`src/rtl/fflag_pkg.sv`:
```
// Package: shared constants and helpers for the fault flag reporter.
// Assumes durations are given in whole microseconds and CLK_HZ is a
// multiple of 1 MHz; any result below one cycle is rounded up to one.
package fflag_pkg;

    // Index of each fault cause inside the cause vector.
    typedef enum int {
        CAUSE_OC = 0,
        CAUSE_RV = 1,
        CAUSE_OT = 2
    } cause_e;

    localparam int NUM_CAUSES = 3;

    // Convert a duration in microseconds to clock cycles, minimum one.
    function automatic int us_to_cycles(input int clk_hz, input int dur_us);
        int cyc;
        cyc = (clk_hz / 1000000) * dur_us;
        return (cyc < 1) ? 1 : cyc;
    endfunction

endpackage

```
`src/rtl/persist_timer.sv`:
```
// Module: persist_timer
// Reports "met" on the CYCLES-th consecutive edge at which "level" is 1.
// "met" is combinational from the running count and the current level, so
// a register fed by it is updated on that same edge. Any low sample or
// reset clears the count. Assumes CYCLES >= 1.
module persist_timer #(
    parameter int CYCLES = 1
) (
    input  logic clk,
    input  logic rst_n,
    input  logic level,
    output logic met
);

    generate
        if (CYCLES == 1) begin : g_direct
            // A single-cycle requirement needs no counter.
            assign met = level;
        end else begin : g_count
            localparam int W = $clog2(CYCLES);
            localparam logic [W-1:0] LAST = W'(CYCLES - 1);

            logic [W-1:0] run_cnt;

            // Count consecutive high samples, holding at the last value.
            always_ff @(posedge clk) begin
                if (!rst_n || !level) begin
                    run_cnt <= '0;
                end else if (run_cnt != LAST) begin
                    run_cnt <= run_cnt + 1'b1;
                end
            end

            assign met = level && (run_cnt == LAST);
        end
    endgenerate

endmodule

```
`src/rtl/fault_qual_bank.sv`:
```
// Module: fault_qual_bank
// Gives each fault cause its own persistence timer with a qualification
// length chosen per cause. Assumes the raw inputs are already synchronous.
module fault_qual_bank
    import fflag_pkg::*;
#(
    parameter int OC_CYC = 1,
    parameter int RV_CYC = 1,
    parameter int OT_CYC = 1
) (
    input  logic                  clk,
    input  logic                  rst_n,
    input  logic [NUM_CAUSES-1:0] raw,
    output logic [NUM_CAUSES-1:0] qualified
);

    generate
        for (genvar i = 0; i < NUM_CAUSES; i++) begin : g_cause
            localparam int QC = (i == CAUSE_OC) ? OC_CYC :
                                (i == CAUSE_RV) ? RV_CYC : OT_CYC;

            // One persistence timer per cause.
            persist_timer #(.CYCLES(QC)) u_tmr (
                .clk   (clk),
                .rst_n (rst_n),
                .level (raw[i]),
                .met   (qualified[i])
            );
        end
    endgenerate

endmodule

```
`src/rtl/fault_flag_reporter.sv`:
```
// Module: fault_flag_reporter (top)
// Drives the open-drain enable of one channel's active-low fault pin.
// The pin is pulled low once any cause qualifies. It is released after all
// causes have stayed clear for the release time. Over-temperature is taken
// as pre-filtered, so it gets a one-cycle qualification.
module fault_flag_reporter
    import fflag_pkg::*;
#(
    parameter int CLK_HZ     = 50000000,
    parameter int OC_QUAL_US = 7000,
    parameter int RV_QUAL_US = 5000,
    parameter int REL_US     = 5000
) (
    input  logic clk,
    input  logic rst_n,
    input  logic oc_fault,
    input  logic rv_fault,
    input  logic ot_fault,
    output logic flag_pulldown
);

    localparam int OC_CYC  = us_to_cycles(CLK_HZ, OC_QUAL_US);
    localparam int RV_CYC  = us_to_cycles(CLK_HZ, RV_QUAL_US);
    localparam int REL_CYC = us_to_cycles(CLK_HZ, REL_US);

    logic [NUM_CAUSES-1:0] raw_vec;
    logic [NUM_CAUSES-1:0] qual_vec;
    logic                  held;
    logic                  clear_level;
    logic                  release_met;

    // Gather the causes into index order.
    always_comb begin
        raw_vec           = '0;
        raw_vec[CAUSE_OC] = oc_fault;
        raw_vec[CAUSE_RV] = rv_fault;
        raw_vec[CAUSE_OT] = ot_fault;
    end

    // Qualify each cause over its own time.
    fault_qual_bank #(
        .OC_CYC (OC_CYC),
        .RV_CYC (RV_CYC),
        .OT_CYC (1)
    ) u_bank (
        .clk       (clk),
        .rst_n     (rst_n),
        .raw       (raw_vec),
        .qualified (qual_vec)
    );

    // The release timer runs only while the pin is held and nothing is raw.
    assign clear_level = held && (raw_vec == '0);

    persist_timer #(.CYCLES(REL_CYC)) u_release (
        .clk   (clk),
        .rst_n (rst_n),
        .level (clear_level),
        .met   (release_met)
    );

    // Hold state: set on any qualified cause, cleared when release completes.
    always_ff @(posedge clk) begin
        if (!rst_n) begin
            held <= 1'b0;
        end else if (|qual_vec) begin
            held <= 1'b1;
        end else if (release_met) begin
            held <= 1'b0;
        end
    end

    assign flag_pulldown = held;

endmodule

```
`config.mk`:
```
export PLATFORM = sky130hd
export DESIGN_NAME = fault_flag_reporter
export DESIGN_NICKNAME = d
export VERILOG_FILES = /design/src/rtl/fflag_pkg.sv /design/src/rtl/persist_timer.sv /design/src/rtl/fault_qual_bank.sv /design/src/rtl/fault_flag_reporter.sv
export SDC_FILE = /design/constraint.sdc
export NUM_CORES = 1
export LEC_CHECK = 0
export ABC_AREA = 1
export BUFFER_PORTS_ARGS = -buffer_cell sky130_fd_sc_hd__buf_2
export CAP_MARGIN = 25
export CELL_PAD_IN_SITES_DETAIL_PLACEMENT = 1
export CELL_PAD_IN_SITES_GLOBAL_PLACEMENT = 1
export CORE_MARGIN = 2
export CORE_UTILIZATION = 48
export CTS_CLUSTER_DIAMETER = 100
export DETAILED_ROUTE_END_ITERATION = 12
export PLACE_DENSITY = 0.88
export SLEW_MARGIN = 5
export SYNTH_ARGS = -nofsm -noshare
export SYNTH_HDL_FRONTEND = slang
export SYNTH_SLANG_ARGS = --single-unit
```
`constraint.sdc`:
```
create_clock -name clk -period 3.3 [get_ports clk]
set_clock_uncertainty 0.1 [all_clocks]
set_input_delay 0.825 -clock clk [delete_from_list [all_inputs] [get_ports clk]]
set_output_delay 0.825 -clock clk [all_outputs]
set_load 0.005 [all_outputs]
```
==> reports/qor.csv <==
stage;metric;value;unit
floorplan;die_w;81.5;microns
job;max_cap_viol_count;0;
synthesis;synth.distinct_cells;29;
critical_path;r2r_slack;1.35;ns
critical_path;crit_family;simple AND/OR/NAND/NOR gates;
final_layout;seqCellArea;0.00112;sq mm
floorplan;die_h;81.5;microns
synthesis;synth.avg_cell_area;6.75;sq um
critical_path;critPathSlowestCell;dfxtp_1;
floorplan;ioPinCount;6;
power;internal_power;839;uW
floorplan;rows;28;
power;powerDensity;355;mW/mm^2
sta;fin_tns_setup;0;ns
min_path;whs_path_depth;2;
final_layout;final_util;52.5;%
floorplan;dieArea;0.00664;sq mm
final_layout;n_antenna_cell;0;
critical_path;worst-path-buf-inv;0;
placed_design;routabilityCongestion;0.787;
sta;fmax;512;MHz
critical_path;worst_setup_path_end_kind;flip-flop;
synthesis;yosysWarningCount;0;
sta;slew_viol_final;0;
power;max-vdd-ir-drop;0.202;mV
global_routing;antenna_found_initial;0;
clocking;clockBufferDepth;2;
critical_path;crit_arrival;2.06;ns
critical_path;reg2reg_to;u_release.g_count.run_cnt[0];
critical_path;r2r_cells;8;
synthesis;syn_nets;435;
synthesis;netlist_area;0.00288;sq mm
clocking;post_cts_resized;0;
synthesis;synth_edf_count;0;
placed_design;place.port_buffers;5;
sta;finalSetupViolCount;0;
sta;finalCritPeriodShare;59.2;%
power;seqPwrFrac;62.7;%
global_routing;grt_use_total;22.2;%
clocking;htreeDepth;2;
floorplan;start_util;49.2;%
final_layout;fillCellCount;790;
route;drt-pass1-iter-count;4;
critical_path;r2r-start;u_release.g_count.run_cnt[0];
power;switching_share;23.0;%
route;postRouteAntennaNets;0;
synthesis;synth-async-reset-ratio;0;%
synthesis;synth_ff_type;dfxtp_1;
critical_path;required;3.40;ns
final_layout;multi_input_area;0.00155;sq mm
power;pwr-share-comb;2.3;%
sta;finalHoldViolCount;0;
critical_path;path_cells;ha_1 -> nand2_1 -> nor2_1 -> nand2_1 -> nor2_1 -> nand2_2 -> o21ai_0 -> a21oi_1;
global_routing;overflow;0;
min_path;hold_path.class;flip-flop to flip-flop;
power;switchingPower;250;uW
final_layout;final_nets;444;
clocking;cts-buffers-inserted;5;
sta;worst_pin_slew;0.481;ns
route;vias_per_cell;5.31;
final_layout;synthToLayoutAreaGrowth;6.65;%
route;totalWireLength;6840;microns
route;drt_iter0_drc;106;
synthesis;ys_seq_area_share;38.9;%
clocking;ctsHoldBuffers;0;
route;vias;2717;
final_layout;post_route_cells_drive_above_1_share;5.95;%
outcome;outcome;complete, no violations;
critical_path;cp-start-kind;flip-flop;
final_layout;finalInstanceArea;0.00307;sq mm
placed_design;dp_hpwl;5260;microns
clocking;clock_latency;0.31;ns
critical_path;crit_path_max_fanout;8;
power;power_frac_clock;34.9;%
clocking;cts_tree;built;
synthesis;synthCells;427;
global_routing;first_global_vias;2587;
critical_path;cpPeakStageDelay;0.44;ns
global_routing;grt_max_degree;17;
sta;rsz0062_at_grt;false;
route;drc;0;
min_path;hold_start;u_release.g_count.run_cnt[17];
power;leakage;1.02;nW
synthesis;synth-seq-cells;56;
clocking;post-cts-setup-buffers;0;
global_routing;grt_pass1_wl;11500;microns
clocking;clk_pin_slew_worst_paths;0.10;ns
sta;maxSlewHeadroom;67.8;%
sta;fin_crit;1.95;ns
floorplan;core;0.00585;sq mm
clocking;cts_root_buf;clkbuf_8;
clocking;cts_sinks;56;
placed_design;dpl-instance-area;0.00299;sq mm
min_path;min_to;u_release.g_count.run_cnt[17];
critical_path;critical_path_class;flip-flop to flip-flop;
route;wire_per_inst;13.3;microns
-- state kept, by name, summed over array words and instances, names as in the netlist --
signal / flops
u_release.g_count.run_cnt: 18
flag_pulldown: 1
u_bank.g_cause.u_tmr.g_count.run_cnt: 37
-- cell families (layout without fill, tap and decap cells) --
kind of cell / after synthesis / in the layout / synth area share, %
buf+inv: 56 / 66 / 7.34
compound gates: 60 / 60 / 10.7
flops: 56 / 56 / 38.9
simple gates: 240 / 240 / 38.1
fa+ha+maj: 3 / 3 / 1.30
xor+xnor: 12 / 12 / 3.65
-- cells in the mapped netlist, drive strengths merged (6+ instances only) --
library cell | instances | area share (%)
inv | 53 | 6.9
nand3 | 33 | 6.1
xor2 | 6 | 1.8
a21oi | 36 | 6.3
nand4 | 12 | 2.6
nor2 | 71 | 10
o21ai | 21 | 3.6
xnor2 | 6 | 1.8
dfxtp | 56 | 39
nor3 | 16 | 3.2
nand2 | 97 | 13
-- how the worst max path moves through the flow --
stage / endpoint / cells past startpoint / slack, ns / start
final: u_release.g_count.run_cnt[0] / 8 / 1.35 / u_release.g_count.run_cnt[0]
after global routing: u_release.g_count.run_cnt[0] / 8 / 1.17 / u_release.g_count.run_cnt[0]
after CTS: u_release.g_count.run_cnt[0] / 8 / 1.36 / u_release.g_count.run_cnt[0]
after detailed placement: u_release.g_count.run_cnt[11] / 7 / 1.04 / rv_fault
after global placement: u_release.g_count.run_cnt[11] / 7 / 1.17 / rv_fault
after floorplan: u_release.g_count.run_cnt[10] / 7 / 1.54 / rv_fault
-- metal layers --
metal / routed length (microns) / track usage, % / part of all wire [%] / vias to the layer above
met5: 0 / 0 / 0 / -
met4: 66 / 4.58 / 0.97 / 0
met3: 110 / 3.74 / 1.6 / 5
met2: 3540 / 42.3 / 52 / 9
met1: 3120 / 25.8 / 46 / 1300
li1: - / - / - / 1403
-- power groups by stage --
stage / Clock [mW] / Sequential, mW / Combinational [mW]
2_1_floorplan: 0 / 0.698 / 0.0158
3_3_place_gp: 0 / 0.699 / 0.0244
3_5_place_dp: 0 / 0.699 / 0.0260
4_1_cts: 0.389 / 0.683 / 0.0261
5_1_grt: 0.414 / 0.684 / 0.0290
6_report: 0.381 / 0.684 / 0.0254
-- worst register-to-register path: stages (launching register included) --
cell and delay (ns):
dfxtp_1 0.44, ha_1 0.26, nand2_1 0.07, nor2_1 0.18, nand2_1 0.09, nor2_1 0.29
nand2_2 0.17, o21ai_0 0.19, a21oi_1 0.05
-- cell usage in the layout, fill, tap and decap left out --
cell	netlist	final
a211oi_1	2	2
or2_2	1	1
xnor2_1	6	6
clkbuf_8	0	5
nand2_1	92	92
xor2_1	6	6
nor3b_1	3	3
o21ai_0	21	21
and3_1	1	1
nor4_1	2	2
nor2_2	1	1
buf_2	1	5
or2_0	2	2
a21oi_1	36	36
clkinv_4	0	1
dfxtp_1	56	56
nand2_2	4	4
nand2_4	1	1
ha_1	3	3
nand3_2	2	2
inv_2	1	1
nand3_1	31	31
clkbuf_1	2	2
nor2_1	66	66
nand3b_1	2	2
nor3_4	1	1
o21a_1	1	1
nand4_1	12	12
nor2_4	4	4
nor3_1	15	15
inv_1	52	52
-- cell type report --
| type | count | share of cell area [%] |
|---|---|---|
| multi-input combinational | 315 | 50.4 |
| clock buffer | 7 | 2.48 |
| clock inverter | 1 | 0.285 |
| inverter | 53 | 6.48 |
| sequential | 56 | 36.5 |
| timing repair buffer | 5 | 0.815 |
| tap | 75 | 3.05 |
-- per-stage QoR --
stage	total power [mW]	cells	worst slack [ns]	hold slack, ns
after floorplan	0.713	427	1.54	0.339
after global placement	0.723	504	1.17	0.353
after detailed placement	0.725	504	1.04	0.354
after CTS	1.10	512	1.36	0.378
after global routing	1.13	512	1.17	0.414
final	1.09	512	1.35	0.374
Note: power is estimated with default switching activity, not from simulation.
